===== config.mk =====
export PLATFORM = sky130hd
export DESIGN_NAME = density_sample_timer
export DESIGN_NICKNAME = d
export VERILOG_FILES = /design/src/rtl/dst_pkg.sv /design/src/rtl/dst_lvl_sync.sv /design/src/rtl/dst_phase_gen.sv /design/src/rtl/dst_upd_pipe.sv /design/src/rtl/dst_out_stage.sv /design/src/rtl/density_sample_timer.sv
export SDC_FILE = /design/constraint.sdc
export NUM_CORES = 1
export LEC_CHECK = 0
export ABC_AREA = 0
export ABC_CLOCK_PERIOD_IN_PS = 1000
export CORE_MARGIN = 2
export CORE_UTILIZATION = 30
export DETAILED_ROUTE_END_ITERATION = 16
export DONT_BUFFER_PORTS = 1
export HOLD_SLACK_MARGIN = 0.08
export PLACE_DENSITY = 0.51
export SYNTH_ARGS = -nofsm -noshare
export SYNTH_HDL_FRONTEND = slang
export SYNTH_SLANG_ARGS = --single-unit

===== constraint.sdc =====
create_clock -name clk -period 1 [get_ports clk]
set_input_delay 0.1 -clock clk [delete_from_list [all_inputs] [get_ports clk]]
set_output_delay 0.1 -clock clk [all_outputs]
set_load 0.05 [all_outputs]

===== src/rtl/dst_pkg.sv =====
package dst_pkg;

  // Steering code toward the current-steering filter.
  typedef enum logic [1:0] {
    DRV_MID = 2'b00,
    DRV_NEG = 2'b01,
    DRV_POS = 2'b10
  } drv_e;

  // Code for one captured bit.
  function automatic drv_e drv_of(input logic b);
    return b ? DRV_POS : DRV_NEG;
  endfunction

  // The phase counter reads ph just before the edge that takes a sample.
  // Edge n of a run (n = 1 at the first enabled edge) sees ph = n-1 mod period.
  function automatic logic hits_sample(input int unsigned ph,
                                       input int unsigned first_edge,
                                       input int unsigned period);
    return ph == ((first_edge - 1) % period);
  endfunction

  // Next phase count, wrapping at the period.
  function automatic int unsigned phase_next(input int unsigned ph,
                                             input int unsigned period);
    return (ph == period - 1) ? 0 : ph + 1;
  endfunction

endpackage


===== src/rtl/dst_lvl_sync.sv =====
module dst_lvl_sync #(
  parameter int unsigned     N       = 2,
  parameter logic [N-1:0]    RST_VAL = '1
) (
  input  logic         clk,
  input  logic         rst_n,
  input  logic [N-1:0] d_i,
  output logic [N-1:0] q_o
);

  for (genvar g = 0; g < N; g++) begin : g_ch
    logic meta_q;
    logic stab_q;
    always_ff @(posedge clk or negedge rst_n) begin
      if (!rst_n) begin
        meta_q <= RST_VAL[g];
        stab_q <= RST_VAL[g];
      end else begin
        meta_q <= d_i[g];
        stab_q <= meta_q;
      end
    end
    assign q_o[g] = stab_q;
  end

endmodule


===== src/rtl/dst_phase_gen.sv =====
module dst_phase_gen
  import dst_pkg::*;
#(
  parameter int unsigned PERIOD     = 16,
  parameter int unsigned FIRST_EDGE = 6
) (
  input  logic clk,
  input  logic rst_n,
  input  logic run_i,
  input  logic bit_i,
  output logic stb_o,
  output logic bit_o
);

  localparam int unsigned PW = (PERIOD > 1) ? $clog2(PERIOD) : 1;

  logic [PW-1:0] ph_q;
  logic [PW-1:0] ph_d;
  logic          hit;
  logic          stb_q;
  logic          bit_q;

  always_comb begin
    hit  = run_i && hits_sample(int'(ph_q), FIRST_EDGE, PERIOD);
    ph_d = run_i ? PW'(phase_next(int'(ph_q), PERIOD)) : '0;
  end

  always_ff @(posedge clk or negedge rst_n) begin
    if (!rst_n) begin
      ph_q  <= '0;
      stb_q <= 1'b0;
      bit_q <= 1'b0;
    end else begin
      ph_q  <= ph_d;
      stb_q <= hit;
      if (hit) bit_q <= bit_i;
    end
  end

  assign stb_o = stb_q;
  assign bit_o = bit_q;

endmodule


===== src/rtl/dst_upd_pipe.sv =====
module dst_upd_pipe #(
  parameter int unsigned DEPTH = 4
) (
  input  logic clk,
  input  logic rst_n,
  input  logic run_i,
  input  logic stb_i,
  output logic fire_nxt_o,
  output logic fire_o
);

  logic [DEPTH-1:0] st_q;
  logic [DEPTH-1:0] st_d;

  for (genvar g = 0; g < DEPTH; g++) begin : g_st
    if (g == 0) begin : g_head
      assign st_d[g] = run_i & stb_i;
    end else begin : g_body
      assign st_d[g] = run_i & st_q[g-1];
    end
  end

  always_ff @(posedge clk or negedge rst_n) begin
    if (!rst_n) st_q <= '0;
    else        st_q <= st_d;
  end

  assign fire_nxt_o = st_d[DEPTH-1];
  assign fire_o     = st_q[DEPTH-1];

endmodule


===== src/rtl/dst_out_stage.sv =====
module dst_out_stage
  import dst_pkg::*;
(
  input  logic       clk,
  input  logic       rst_n,
  input  logic       pwr_i,
  input  logic       load_i,
  input  logic       bit_i,
  output logic [1:0] drv_o,
  output logic       clr_o
);

  drv_e drv_q;
  logic clr_q;

  always_ff @(posedge clk or negedge rst_n) begin
    if (!rst_n) begin
      drv_q <= DRV_MID;
      clr_q <= 1'b1;
    end else if (!pwr_i) begin
      drv_q <= DRV_MID;
      clr_q <= 1'b1;
    end else begin
      clr_q <= 1'b0;
      if (load_i) drv_q <= drv_of(bit_i);
    end
  end

  assign drv_o = drv_q;
  assign clr_o = clr_q;

endmodule


===== src/rtl/density_sample_timer.sv =====
module density_sample_timer #(
  parameter int unsigned PERIOD     = 16,
  parameter int unsigned FIRST_EDGE = 6,
  parameter int unsigned UPD_LAT    = 4
) (
  input  logic       clk,
  input  logic       rst_n,
  input  logic       bit_i,
  input  logic       sync_i,
  input  logic       pdn_n_i,
  output logic       samp_bit_o,
  output logic       samp_stb_o,
  output logic       upd_stb_o,
  output logic [1:0] dac_drv_o,
  output logic       tap_clr_o
);

  localparam int unsigned NLVL = 2;
  localparam int unsigned ISYN = 0;
  localparam int unsigned IPWR = 1;

  // Named internal events
  logic [NLVL-1:0] lvl_raw;
  logic [NLVL-1:0] lvl_q;
  logic            sync_lvl;
  logic            pwr_lvl;
  logic            run_en;
  logic            samp_stb;
  logic            samp_bit;
  logic            upd_load;
  logic            upd_fire;

  assign lvl_raw[ISYN] = sync_i;
  assign lvl_raw[IPWR] = pdn_n_i;

  // Both levels come out of reset "high" so a tied-high setup starts at once.
  dst_lvl_sync #(.N(NLVL), .RST_VAL({NLVL{1'b1}})) u_lvl (
    .clk   (clk),
    .rst_n (rst_n),
    .d_i   (lvl_raw),
    .q_o   (lvl_q)
  );

  assign sync_lvl = lvl_q[ISYN];
  assign pwr_lvl  = lvl_q[IPWR];
  assign run_en   = sync_lvl & pwr_lvl;

  dst_phase_gen #(.PERIOD(PERIOD), .FIRST_EDGE(FIRST_EDGE)) u_phase (
    .clk   (clk),
    .rst_n (rst_n),
    .run_i (run_en),
    .bit_i (bit_i),
    .stb_o (samp_stb),
    .bit_o (samp_bit)
  );

  dst_upd_pipe #(.DEPTH(UPD_LAT)) u_pipe (
    .clk        (clk),
    .rst_n      (rst_n),
    .run_i      (run_en),
    .stb_i      (samp_stb),
    .fire_nxt_o (upd_load),
    .fire_o     (upd_fire)
  );

  dst_out_stage u_out (
    .clk    (clk),
    .rst_n  (rst_n),
    .pwr_i  (pwr_lvl),
    .load_i (upd_load),
    .bit_i  (samp_bit),
    .drv_o  (dac_drv_o),
    .clr_o  (tap_clr_o)
  );

  assign samp_bit_o = samp_bit;
  assign samp_stb_o = samp_stb;
  assign upd_stb_o  = upd_fire;

endmodule


# Word level (Yosys, flattened, before mapping)
# Index checks and enable logic that the tools add are counted.
[word_totals]
regBits = 17
input_bits = 5
output_inout_bits = 6
[classes]
addsub = 1
eq_ne = 3
mux = 6
bitwise = 5
reduce_logical = 1
[ops]
columns = ["op", "count"]
rows = [
  ["two-way mux 4 bit", 2],
  ["two-way mux 2 bit", 3],
  ["bitwise AND 1 bit", 5],
  ["adder 4 x 1 -> 4 bit, second input constant", 1],
  ["== test 4 x 3 -> 1 bit, second input constant", 1],
  ["== test 4 bit, second input constant", 1],
  ["inequality test 2 x 1 -> 1 bit, second input constant", 1],
  ["logical AND 1 bit", 1],
  ["two-way mux 1 bit", 1],
]

# Logic depth before layout (Yosys ltp)
[logic_depth]
depth_word = 4
mapped_depth = 4
depth_no_buf = 4

# By module
# From an unflattened synthesis, not the netlist that was laid out.
[hier_totals]
cells_unflattened = 43
hier_area_um2 = 626.9
[modules_own_cells]
columns = ["module", "n_inst", "cells_per_inst", "area_each_um2"]
rows = [
  ["dst_phase_gen", 1, 19, 259.0],
  ["dst_upd_pipe", 1, 8, 125.1],
  ["dst_lvl_sync", 1, 6, 120.1],
  ["dst_out_stage", 1, 9, 116.4],
  ["density_sample_timer", 1, 1, 6.3],
]

# Worst setup path before layout
# No wires, ideal clock.
[synth_timing]
path_type = "reg-to-reg"
from = "register u_phase.ph_q[0]"
to = "register u_phase.bit_q, in the netlist u_phase.bit_o"
setup_time_ps = 128
arrival_ps = 1009
required_time_ps = 872
path_slack_ps = -137
stages_incl_launch_ff = 4
n_path_buf = 0
path_cell_list = "dfrtp_1 > ha_1 > nand4_1 > mux2_1"
[synth_via]
elab_chain_len = 2
[synth_rtl]
columns = ["element", "line", "source"]
rows = [
  ["from (decl)", "dst_phase_gen.sv:17", "logic [PW-1:0] ph_q;"],
  ["from (signal assigned)", "dst_phase_gen.sv:34", "ph_q <= ph_d;"],
  ["== test 4 x 3 -> 1 bit", "dst_pkg.sv:20", "return ph == ((first_edge - 1) % period);"],
  ["logical AND 1 bit", "dst_phase_gen.sv:24", "hit = run_i && hits_sample(int'(ph_q), FIRST_EDGE, PERIOD);"],
  ["to (signal assigned)", "dst_phase_gen.sv:36", "if (hit) bit_q <= bit_i;"],
  ["to (decl)", "dst_phase_gen.sv:21", "logic bit_q;"],
]
# Every way passes these cells.
# A chain may end at the register's enable or synchronous reset.

# Worst setup path after layout
[layout_timing]
from = "register u_phase.ph_q[3]"
to = "register u_phase.bit_q, in the netlist u_phase.bit_o"
# Same word-level chain as after synthesis.

==> out/qor.txt <==
Crit Path Category - flop to flop
Max Cap Viol - 0
Initial DRT Pass Iterations - 3
Clock power frac - 0.303
Yosys Warn Count - 0
Static leakage - 0.4175 nW
Crit path required time - 1170 ps
Power density cells - 1356 nW/um^2
Total Routing Usage GR - 0.1009
Fin crit period - 1173 ps
Status - complete, but fails checks
Share of the synthesized area in the top cell type - 0.4979
Library cells used by synthesis - 16
Critical Path Sink Type - flop
Tot Pwr - 1.171 mW
Most frequent cells in the layout - buf_4 (13), dfrtp_1 (11), dfstp_2 (5)
Synth area leaders - dfrtp_1 (50%), dfstp_2 (22%), and3_1 (4.1%), ha_1 (4.1%), a21oi_1 (3.3%)
Failing checks - negative hold slack, negative setup slack
Starting Density - 0.3138
Drc violations - 0
Int Power - 909.4 uW
Clock Path Buffers - 2
Worst vdd ir - 1.204 mV
# placed instances - 86
Setup TNS Final - -415.2 ps
Logic pwr share - 0.074
Antenna cells - 0
I/O Buffers - 0
Clock latency on the worst-skew pair - 280 ps
Setup violators final - 6
Fillers - 207
Net load switching power - 261.5 uW
Mapped Nets - 53
Largest net degree at the start of global routing - 18
Commonest non-fill, non-tap cell in the layout - buf_4
Vias post-DR - 422
CTS tree - yes
Core footprint - 1922 sq um
Post-Layout Cell Count - 97
RSZ-0062 raised after global routing - yes
Gate Count Post-Synth - 46
Slew @ Worst Pin - 757.4 ps
Clk slew on worst S/H paths - 90 ps
Vias/cell - 4.351
Sequential area share after synthesis - 0.7158
Switching Fraction - 0.2233
DP Area - 737.0 sq um
Syn_area_per_cell - 13.11 sq um
Clock skew - 3.086 ps
Total wire length - 1067 microns
Seq pwr share - 0.624
Final ANT Viol Nets - 0
Die area - 2385 sq um
Worst path arrival time - 1350 ps
Max_slew headroom - 0.4951
I/O pin total - 11
Post-route worst setup slack - -172.9 ps
H-tree levels - 1
Hold crit path type - input port to asynchronous set/reset pin
Cell area after layout - 863.3 sq um
Fin util - 0.4492
Global-route wire length before repair - 1752 microns
Cts hold-fix bufs - 4
Achievable Freq - 852.6 MHz
Register bit total from synthesis - 17
Final nets - 78
Min Hold Slack - -55.87 ps
Period utilisation layout - 1.173
Clock tree sinks - 17
Yosys top cell by area - dfrtp_1
CTS buffer count - 3
Area growth syn-to-layout - 43.15%
Share of cells above drive strength 1 - 0.4571
Post-synthesis instance area - 603.1 sq um
DR WL/cell - 11.00 microns
# rows - 16
Fin. Hold Viols - 12
Grt ovf - 0
Max-slew violation count - 0
Max Fanout on Critical Path - 2
Drt initial violations - 5
Die span in y - 48.84 microns
Dpl ws - -180.0 ps
Critical path launch point type - flop
Clk Tree Root Cell - clkbuf_4
Vias in the first global route - 420
Initial antenna violation count - 0
Die Width - 48.84 microns
Placer Congestion - 0.6766
[routing by layer]
| metal | wire length [microns] | vias to the layer above | global-route usage |
|---|---|---|---|
| li1 | - | 199 | - |
| met1 | 491 | 209 | 0.1098 |
| met2 | 502 | 12 | 0.1644 |
| met3 | 59 | 2 | 0.05215 |
| met4 | 14 | 0 | 0.04286 |
| met5 | 0 | - | 0 |
[logic make-up (layout without fill, tap and decap cells)]
kind of cell | after synthesis | in the layout | share of synthesized area
AO/OA/AOI/OAI | 6 | 6 | 0.05601
XOR/XNOR | 1 | 1 | 0.01453
buffers and inverters | 4 | 28 | 0.02489
AND/OR/NAND/NOR | 15 | 15 | 0.1286
multiplexers | 1 | 1 | 0.01867
flip-flops | 17 | 17 | 0.7158
adder cells (fa/ha/maj) | 2 | 2 | 0.04149
[synthesized netlist by cell type, drive strengths merged]
library cell / count
o21ai: 1
a21oi: 4
inv: 4
nand4: 1
xnor2: 1
a311oi: 1
dfstp: 5
or2: 1
dfrtp: 12
and3: 4
mux2: 1
nand3: 2
nor2: 2
nand2: 4
and2b: 1
ha: 2
[power by group through the flow]
stage                     Clock [mW]  Combinational (mW)  Sequential (mW)
after floorplan                    0              0.0120            0.751
after detailed placement           0              0.0450            0.744
final                          0.354              0.0861            0.730
after CTS                      0.381              0.0796            0.730
after global placement             0              0.0453            0.743
after global routing           0.405              0.0953            0.732
[path summary, 6_finish.rpt]
check                                startpoint  cells past startpoint  slack, ps              endpoint
max in group asynchronous                 rst_n                      1        540        u_pipe.st_q[3]
min                                       rst_n                      1        -60        u_pipe.st_q[1]
min reg2reg                u_lvl.g_ch[0].meta_q                      0        360  u_lvl.g_ch[0].stab_q
max reg2reg                     u_phase.ph_q[3]                      3       -170         u_phase.bit_o
max                             u_phase.ph_q[3]                      3       -170         u_phase.bit_o
min in group clk                        pdn_n_i                      1        350  u_lvl.g_ch[1].meta_q
[sequential cells by signal (all words and copies together) (netlist names)]
register / cells
u_phase.ph_q: 4
u_out.drv_o: 2
u_lvl.g_ch.stab_q: 2
u_pipe.st_q: 4
u_lvl.g_ch.meta_q: 2
u_phase.bit_o: 1
u_out.clr_o: 1
u_phase.stb_o: 1
[area by class of cell]
type / instances / area, sq um / share of cell area
flip-flops and latches: 17 / 432.9 / 0.5014
well taps: 27 / 33.78 / 0.03913
inverters: 4 / 15.01 / 0.01739
multi-input cells: 25 / 181.4 / 0.2101
repair buffers: 20 / 173.9 / 0.2014
clock buffers: 4 / 26.28 / 0.03043
[repair_timing]
| item | in CTS | in global routing |
|---|---|---|
| hold endpoints to repair | 20 | 12 |
| endpoints found under the setup margin | 8 | 12 |
| setup buffers | 3 | 1 |
| pin swaps | 1 | 2 |
| resized for setup | 4 | 7 |
[critical path, cell delays in order, from the launching register on]
cell	delay (ps)
dfrtp_1	390
and2b_1	220
nand4_1	120
mux2_1	330
Note: power is estimated with default switching activity, not from simulation.
